<file path="config.mk">
export PLATFORM = sky130hd
export DESIGN_NAME = parbus_master
export DESIGN_NICKNAME = d
export VERILOG_FILES = /design/src/rtl/parbus_pkg.sv /design/src/rtl/parbus_timing.sv /design/src/rtl/parbus_seq.sv /design/src/rtl/parbus_addr.sv /design/src/rtl/parbus_master.sv
export SDC_FILE = /design/constraint.sdc
export NUM_CORES = 1
export LEC_CHECK = 0
export ABC_CLOCK_PERIOD_IN_PS = 3670
export CAP_MARGIN = 20
export CORE_MARGIN = 1
export CORE_UTILIZATION = 36
export CTS_BUF_LIST = sky130_fd_sc_hd__clkbuf_4 sky130_fd_sc_hd__clkbuf_8
export CTS_CLUSTER_DIAMETER = 30
export DETAILED_ROUTE_END_ITERATION = 7
export GPL_TIMING_DRIVEN = 0
export MAX_ROUTING_LAYER = met4
export PLACE_DENSITY_LB_ADDON = 0.05
export SETUP_SLACK_MARGIN = 0.2
export SYNTH_ARGS = -nofsm -noshare
export SYNTH_HDL_FRONTEND = slang
export SYNTH_SLANG_ARGS = --single-unit
</file>
<file path="constraint.sdc">
create_clock -name clk -period 3.67 [get_ports clk]
set_clock_uncertainty 0.15 [all_clocks]
set_input_delay 0.9175 -clock clk [delete_from_list [all_inputs] [get_ports clk]]
set_output_delay 0.9175 -clock clk [all_outputs]
set_load 0.05 [all_outputs]
</file>
<file path="src/rtl/parbus_pkg.sv">
// Shared types for the parallel bus master.
// Assumes one internal clock; all wait fields count its periods.
package parbus_pkg;

    localparam int MID_W = 4;

    typedef enum logic [2:0] {
        PH_IDLE   = 3'd0,
        PH_SETUP  = 3'd1,
        PH_STROBE = 3'd2,
        PH_HOLD   = 3'd3,
        PH_DONE   = 3'd4
    } phase_t;

    // Configuration word, MSB first: bit14 cs-on-a14, [13:12] irq, [11:10] step,
    // [9:8] end wait, [7:4] strobe wait, [3:2] setup wait, [1:0] style.
    typedef struct packed {
        logic             cs_on_a14;
        logic [1:0]       irq_sel;
        logic [1:0]       step_sel;
        logic [1:0]       end_ws;
        logic [MID_W-1:0] mid_ws;
        logic [1:0]       setup_ws;
        logic [1:0]       style;
    } cfg_t;

    localparam logic [1:0] STYLE_SPLIT  = 2'b10;
    localparam logic [1:0] STEP_UP      = 2'b01;
    localparam logic [1:0] STEP_DOWN    = 2'b10;
    localparam logic [1:0] IRQ_PER_CYC  = 2'b01;

endpackage

</file>
<file path="src/rtl/parbus_timing.sv">
// Turns the three wait fields into phase lengths in clocks.
// Assumes the fields are stable while a cycle runs (the top locks them).
module parbus_timing
    import parbus_pkg::*;
(
    input  logic [1:0]       setup_ws,
    input  logic [MID_W-1:0] mid_ws,
    input  logic [1:0]       end_ws,
    input  logic             is_rd,
    output logic [2:0]       setup_len,
    output logic [MID_W-1:0] strobe_len,
    output logic [1:0]       hold_len
);

    // Zero strobe wait overrides the other two fields.
    always_comb begin
        if (mid_ws == '0) begin
            setup_len  = 3'd1;
            strobe_len = MID_W'(1);
            hold_len   = is_rd ? 2'd0 : 2'd1;
        end else begin
            setup_len  = {1'b0, setup_ws} + 3'd1;
            strobe_len = mid_ws;
            hold_len   = end_ws;
        end
    end

endmodule

</file>
<file path="src/rtl/parbus_seq.sv">
// Phase sequencer: IDLE -> SETUP -> STROBE -> HOLD (skipped if 0) -> DONE.
// One down-counter is reloaded from the phase lengths on each transition.
// Assumes start_wr/start_rd are only raised when the top allows a start.
module parbus_seq
    import parbus_pkg::*;
#(
    parameter int CNT_W = MID_W
) (
    input  logic             clk,
    input  logic             rst_n,
    input  logic             start_wr,
    input  logic             start_rd,
    input  logic [2:0]       setup_len,
    input  logic [CNT_W-1:0] strobe_len,
    input  logic [1:0]       hold_len,
    output phase_t           phase,
    output logic             cyc_rd,
    output logic             last_strobe
);

    logic [CNT_W-1:0] cnt;

    // Advance the phase and reload or count down the phase counter.
    always_ff @(posedge clk) begin
        if (!rst_n) begin
            phase  <= PH_IDLE;
            cnt    <= '0;
            cyc_rd <= 1'b0;
        end else begin
            case (phase)
                PH_IDLE: begin
                    if (start_wr || start_rd) begin
                        phase  <= PH_SETUP;
                        cnt    <= CNT_W'(setup_len) - CNT_W'(1);
                        cyc_rd <= !start_wr;
                    end
                end
                PH_SETUP: begin
                    if (cnt == '0) begin
                        phase <= PH_STROBE;
                        cnt   <= strobe_len - CNT_W'(1);
                    end else begin
                        cnt <= cnt - CNT_W'(1);
                    end
                end
                PH_STROBE: begin
                    if (cnt == '0) begin
                        if (hold_len == 2'd0) begin
                            phase <= PH_DONE;
                        end else begin
                            phase <= PH_HOLD;
                            cnt   <= CNT_W'(hold_len) - CNT_W'(1);
                        end
                    end else begin
                        cnt <= cnt - CNT_W'(1);
                    end
                end
                PH_HOLD: begin
                    if (cnt == '0) phase <= PH_DONE;
                    else           cnt   <= cnt - CNT_W'(1);
                end
                default: phase <= PH_IDLE;
            endcase
        end
    end

    // Flag the final strobe clock for read capture.
    always_comb last_strobe = (phase == PH_STROBE) && (cnt == '0);

    AST_START_TO_SETUP: assert property (@(posedge clk) disable iff (!rst_n)
        (phase == PH_IDLE && (start_wr || start_rd)) |=> (phase == PH_SETUP));
    AST_DONE_ONE_CLOCK: assert property (@(posedge clk) disable iff (!rst_n)
        (phase == PH_DONE) |=> (phase == PH_IDLE));
    AST_HOLD_FOLLOWS_STROBE: assert property (@(posedge clk) disable iff (!rst_n)
        (phase == PH_HOLD) |-> ($past(phase) == PH_STROBE || $past(phase) == PH_HOLD));

endmodule

</file>
<file path="src/rtl/parbus_addr.sv">
// Address register with partial auto-step.
// Steps the field {a[CS_BIT], a[STEP_HI:STEP_LO]}; when cs_on is set only the low
// part steps and a[CS_BIT] is kept. Assumes CS_BIT > STEP_HI and STEP_LO >= 1.
module parbus_addr
    import parbus_pkg::*;
#(
    parameter int AW      = 16,
    parameter int STEP_LO = 2,
    parameter int STEP_HI = 10,
    parameter int CS_BIT  = 14
) (
    input  logic          clk,
    input  logic          rst_n,
    input  logic          addr_we,
    input  logic [AW-1:0] addr_wdata,
    input  logic          step_now,
    input  logic [1:0]    step_sel,
    input  logic          cs_on,
    output logic [AW-1:0] addr_q
);

    localparam int FW = STEP_HI - STEP_LO + 1;
    localparam int EW = FW + 1;

    logic [EW-1:0] ext, ext_next;
    logic [AW-1:0] stepped;

    // Compute the stepped address from the current one.
    always_comb begin
        ext = {addr_q[CS_BIT], addr_q[STEP_HI:STEP_LO]};
        case (step_sel)
            STEP_UP:   ext_next = ext + EW'(1);
            STEP_DOWN: ext_next = ext - EW'(1);
            default:   ext_next = ext;
        endcase
        stepped = addr_q;
        stepped[STEP_HI:STEP_LO] = ext_next[FW-1:0];
        if (!cs_on) stepped[CS_BIT] = ext_next[FW];
    end

    // Hold the address; a step has priority over a host load.
    always_ff @(posedge clk) begin
        if (!rst_n)        addr_q <= '0;
        else if (step_now) addr_q <= stepped;
        else if (addr_we)  addr_q <= addr_wdata;
    end

    AST_LOW_BITS_KEPT: assert property (@(posedge clk) disable iff (!rst_n)
        step_now |=> (addr_q[STEP_LO-1:0] == $past(addr_q[STEP_LO-1:0])));
    AST_CS_BIT_KEPT: assert property (@(posedge clk) disable iff (!rst_n)
        (step_now && cs_on) |=> (addr_q[CS_BIT] == $past(addr_q[CS_BIT])));

endmodule

</file>
<file path="src/rtl/parbus_master.sv">
// Parallel bus master: host register side plus timed external bus cycles.
// Configuration, address and data are locked while busy. Bus outputs are
// decoded from the registered phase. Assumes bus_din is stable on the last strobe clock.
module parbus_master
    import parbus_pkg::*;
#(
    parameter int AW      = 16,
    parameter int DW      = 8,
    parameter int STEP_LO = 2,
    parameter int STEP_HI = 10,
    parameter int CS_BIT  = 14
) (
    input  logic          clk,
    input  logic          rst_n,
    input  logic          cfg_we,
    input  logic [14:0]   cfg_wdata,
    input  logic          addr_we,
    input  logic [AW-1:0] addr_wdata,
    input  logic          data_we,
    input  logic [DW-1:0] data_wdata,
    input  logic          rd_go,
    output logic          busy,
    output logic          irq,
    output logic [DW-1:0] data_q,
    output logic [AW-1:0] addr_q,
    output logic          bus_cs,
    output logic          bus_rd,
    output logic          bus_wr,
    output logic          bus_en,
    output logic          bus_dir,
    output logic [AW-1:0] bus_addr,
    output logic [DW-1:0] bus_dout,
    output logic          bus_doe,
    input  logic [DW-1:0] bus_din
);

    cfg_t             cfg;
    phase_t           phase;
    logic             idle, master, start_wr, start_rd;
    logic             cyc_rd, last_strobe, in_cyc, strobe, split;
    logic [2:0]       setup_len;
    logic [MID_W-1:0] strobe_len;
    logic [1:0]       hold_len;

    // Qualify host starts: idle and a master style selected.
    always_comb begin
        idle     = (phase == PH_IDLE);
        master   = cfg.style[1];
        start_wr = idle && master && data_we;
        start_rd = idle && master && rd_go && !data_we;
    end

    // Configuration register, writable only while idle.
    always_ff @(posedge clk) begin
        if (!rst_n)             cfg <= '0;
        else if (cfg_we && idle) cfg <= cfg_t'(cfg_wdata);
    end

    // Data register: loaded by a write start, replaced by read capture.
    always_ff @(posedge clk) begin
        if (!rst_n)                      data_q <= '0;
        else if (start_wr)               data_q <= data_wdata;
        else if (last_strobe && cyc_rd)  data_q <= bus_din;
    end

    parbus_timing u_timing (
        .setup_ws   (cfg.setup_ws),
        .mid_ws     (cfg.mid_ws),
        .end_ws     (cfg.end_ws),
        .is_rd      (cyc_rd),
        .setup_len  (setup_len),
        .strobe_len (strobe_len),
        .hold_len   (hold_len)
    );

    parbus_seq #(.CNT_W(MID_W)) u_seq (
        .clk         (clk),
        .rst_n       (rst_n),
        .start_wr    (start_wr),
        .start_rd    (start_rd),
        .setup_len   (setup_len),
        .strobe_len  (strobe_len),
        .hold_len    (hold_len),
        .phase       (phase),
        .cyc_rd      (cyc_rd),
        .last_strobe (last_strobe)
    );

    parbus_addr #(
        .AW(AW), .STEP_LO(STEP_LO), .STEP_HI(STEP_HI), .CS_BIT(CS_BIT)
    ) u_addr (
        .clk        (clk),
        .rst_n      (rst_n),
        .addr_we    (addr_we && idle),
        .addr_wdata (addr_wdata),
        .step_now   (phase == PH_DONE),
        .step_sel   (cfg.step_sel),
        .cs_on      (cfg.cs_on_a14),
        .addr_q     (addr_q)
    );

    // Decode bus pins, busy and interrupt from the phase.
    always_comb begin
        in_cyc   = (phase == PH_SETUP) || (phase == PH_STROBE) || (phase == PH_HOLD);
        strobe   = (phase == PH_STROBE);
        split    = (cfg.style == STYLE_SPLIT);
        busy     = !idle;
        bus_cs   = in_cyc;
        bus_rd   = split && strobe && cyc_rd;
        bus_wr   = split && strobe && !cyc_rd;
        bus_en   = !split && strobe;
        bus_dir  = !split && in_cyc && cyc_rd;
        bus_doe  = in_cyc && !cyc_rd;
        bus_dout = data_q;
        irq      = (phase == PH_DONE) && (cfg.irq_sel == IRQ_PER_CYC);
        bus_addr = addr_q;
        if (cfg.cs_on_a14) bus_addr[CS_BIT] = in_cyc;
    end

    AST_SPLIT_EXCLUSIVE: assert property (@(posedge clk) disable iff (!rst_n)
        !(bus_rd && bus_wr));
    AST_STROBE_INSIDE_CS: assert property (@(posedge clk) disable iff (!rst_n)
        (bus_rd || bus_wr || bus_en) |-> bus_cs);
    AST_DOE_WRITE_ONLY: assert property (@(posedge clk) disable iff (!rst_n)
        bus_doe |-> (bus_cs && !bus_rd && !bus_dir));
    AST_IRQ_SINGLE: assert property (@(posedge clk) disable iff (!rst_n)
        irq |=> !irq);
    AST_CFG_LOCKED: assert property (@(posedge clk) disable iff (!rst_n)
        busy |=> $stable(cfg));
    AST_ADDR_LOCKED: assert property (@(posedge clk) disable iff (!rst_n)
        (busy && phase != PH_DONE) |=> $stable(addr_q));

endmodule

</file>
==> metrics.csv, run 1 <==
metric,value,unit
grt_pass1_vias,2950,
synth-edff-count,0,
ant_nets,0,
syn_inst,403,
coreArea,0.008299,sq mm
avgSynthCellArea,7.718,sq um
path_class,flip-flop to output port,
grt_start_max_net_pins,15,
dr_total_vias,3235,
tightest_slew,0.8848,ns
hold_start,cfg[12]$_SDFFE_PN0P_,
die_x,94.95,microns
dr.pass1.iters,4,
portBuffers,108,
gr-total-overflow,0,
yosysUniqueCellTypes,59,
cts_buffers,5,
drv_cap,0,
clk_latency,0.30,ns
intPower,1134,uW
finalNetCount,579,
final_cell_mix,"clkdlybuf4s50_1 (104), nand2_1 (65), dfxtp_1 (47)",
vdd_drop_max,0.0002186,V
p_per_area,459.9,mW/mm^2
wl,9.005,mm
hold_path.class,flip-flop to flip-flop,
n_antenna_cell,0,
place_ws,0.4884,ns
cts_tree,built,
swShare,0.4428,
seq_area_frac_synth,0.3025,
viasPerCell,5.184,
final_common_cell,clkdlybuf4s50_1,
status,finished clean,
p_clk_frac,0.158,
arrival,2.29,ns
period_share,0.9136,
seqPwrFrac,0.320,
synth-seq-cells,47,
slew_viol_final,0,
grt_pass1_wl,14.59,mm
grt_antenna_before_repair,0,
p_switching,901.2,uW
min_period,3.353,ns
endpoint_kind,output port,
cts_max_level,2,
initial_utilization,0.3748,
timing.rr.end,u_addr.addr_q[8]$_SDFFE_PN0P_,
wl_per_cell,14.43,microns
final.setup.tns,0,ns
relSlewSlack,0.4102,
die_area,0.009016,sq mm
fin_util,0.5332,
fmax,298.2,MHz
area_growth_syn_to_layout,42.28,%
grt_usage,0.2129,
holdPathEnd,cfg[12]$_SDFFE_PN0P_,
async_flop_share,0,
yosys_warnings,0,
p_leak,0.001828,uW
setup_viol,0,
place_hpwl,6.901,mm
rr_worst_depth,12,
r2r_start,cfg[10]$_SDFFE_PN0P_,
worstHoldPathCells,2,
combPwrFrac,0.522,
rsz0062_at_grt,false,
crit_fanout,5,
totalPowerFinal,2035,uW
setup_ws,0.3169,ns
drc,0,
synth_top_flop_cell,dfxtp_1,
final_layout_size_suffix_gt1_frac,0.09827,
root_buffer,clkbuf_8,
post-cts-setup-buffer-count,0,
drtIter0Drc,183,
clk_pin_slew,0.09,ns
rrSetupSlack,0.71,ns
cts.sinks,47,
gp_congestion,0.8241,
whs,0.3086,ns
crit_required,2.60,ns
die_h,94.95,microns
finalHoldViolations,0,
synthesis.area,0.003110,sq mm
synth_nets,464,
start_kind,flip-flop,
clock_path_buffers,2,
pin_count,109,
row_count,33,
-- routing by layer --
| layer | share of wire | vias up | global-route usage |
|---|---|---|---|
| met5 | 0 | - | - |
| met4 | 0.020 | 0 | 0.05808 |
| met3 | 0.059 | 12 | 0.03301 |
| met2 | 0.44 | 110 | 0.3315 |
| met1 | 0.48 | 1471 | 0.2852 |
| li1 | - | 1642 | - |
-- per-stage QoR --
| stage | area [sq um] | cells |
|---|---|---|
| final | 4425 | 624 |
| after floorplan | 3110 | 403 |
| after CTS | 4415 | 624 |
| after global routing | 4425 | 624 |
| after detailed placement | 4323 | 616 |
| after global placement | 4323 | 616 |
-- synthesized netlist by cell type, types with 7 or more instances --
cell / instances / area [sq um]
a21oi_1: 39 / 195.2
a211oi_1: 9 / 67.56
buf_4: 25 / 187.7
mux2i_1: 11 / 110.1
buf_2: 7 / 35.03
dfxtp_1: 47 / 940.9
a22oi_1: 10 / 75.07
clkbuf_1: 16 / 60.06
ha_1: 8 / 100.1
o21ai_0: 9 / 45.04
nor2_1: 34 / 127.6
nand2_1: 65 / 244.0
inv_1: 13 / 48.80
-- what timing repair did --
action / CTS / global route
resized for setup: 2 / 4
hold endpoints to repair: 0 / 0
setup endpoints to repair: 1 / 4
hold buffers: 0 / 0
-- worst max path at each step --
stage                                           start           end  slack, ns  cells after the start
final                     u_seq.phase[2]$_SDFFE_PN0P_           irq       0.32                      3
after detailed placement  u_seq.phase[0]$_SDFFE_PN0P_  bus_addr[14]       0.49                      4
after global routing      u_seq.phase[2]$_SDFFE_PN0P_           irq       0.22                      3
after global placement    u_seq.phase[0]$_SDFFE_PN0P_  bus_addr[14]       0.48                      4
after floorplan           u_seq.phase[0]$_SDFFE_PN0P_       bus_dir       0.35                      2
after CTS                 u_seq.phase[0]$_SDFFE_PN0P_  bus_addr[14]       0.24                      4
-- critical path: stages (launching register included) --
cell and delay [ns]:
dfxtp_1 0.44, or3b_1 0.44, nor3b_1 0.25, clkdlybuf4s50_1 0.85
-- state kept, by name, indices dropped and copies added, names as in the netlist --
signal and flops:
u_seq.cnt 4, u_seq.phase 3, u_seq.cyc_rd 1, bus_dout 8, u_addr.addr_q 16, cfg 15
-- cells by family (layout without fill, tap and decap cells) --
logic type,count (synthesis),count (layout),share of synthesized area
buffers and inverters,61,177,0.1066
XOR/XNOR,12,12,0.03379
multiplexers,13,13,0.04264
adder cells (fa/ha/maj),9,9,0.03540
flip-flops,47,47,0.3025
AO/OA/AOI/OAI,108,108,0.2285
AND/OR/NAND/NOR,153,153,0.2506
-- area by class of cell --
cell class / count / area [sq um]
fillers: 799 / 3874
multi-input cells: 295 / 1841
repair buffers: 108 / 1091
flip-flops and latches: 47 / 940.9
plain buffers: 48 / 284.0
well taps: 105 / 131.4
clock buffers: 6 / 76.32
inverters: 13 / 48.80
clock inverters: 2 / 12.51
-- power by group through the flow --
stage	Combinational (uW)	Sequential (uW)	Clock, uW
after global placement	1050	659	0
after CTS	1060	651	329
after detailed placement	1060	662	0
after floorplan	651	741	0
final	1060	651	321
after global routing	1160	664	348
(Power assumes the default switching activity.)
==> inputs of run 2 (changes only) <==
--- a/config.mk
+++ b/config.mk
@@ -13,6 +13,7 @@
 export CTS_CLUSTER_DIAMETER = 30
 export DETAILED_ROUTE_END_ITERATION = 7
 export GPL_TIMING_DRIVEN = 0
+export HOLD_SLACK_MARGIN = 0.12
 export MAX_ROUTING_LAYER = met4
 export PLACE_DENSITY_LB_ADDON = 0.05
 export SETUP_SLACK_MARGIN = 0.2
==> results of run 2 <==
Final layout, timing and power as in run 1 (identical DEF).
==> inputs of run 3 (changes only) <==
--- a/config.mk
+++ b/config.mk
@@ -13,7 +13,7 @@
 export CTS_CLUSTER_DIAMETER = 30
 export DETAILED_ROUTE_END_ITERATION = 7
 export GPL_TIMING_DRIVEN = 0
-export HOLD_SLACK_MARGIN = 0.12
+export HOLD_SLACK_MARGIN = 0.1
 export MAX_ROUTING_LAYER = met4
 export PLACE_DENSITY_LB_ADDON = 0.05
 export SETUP_SLACK_MARGIN = 0.2
==> results of run 3 <==
Final layout, timing and power as in run 1 (identical DEF).
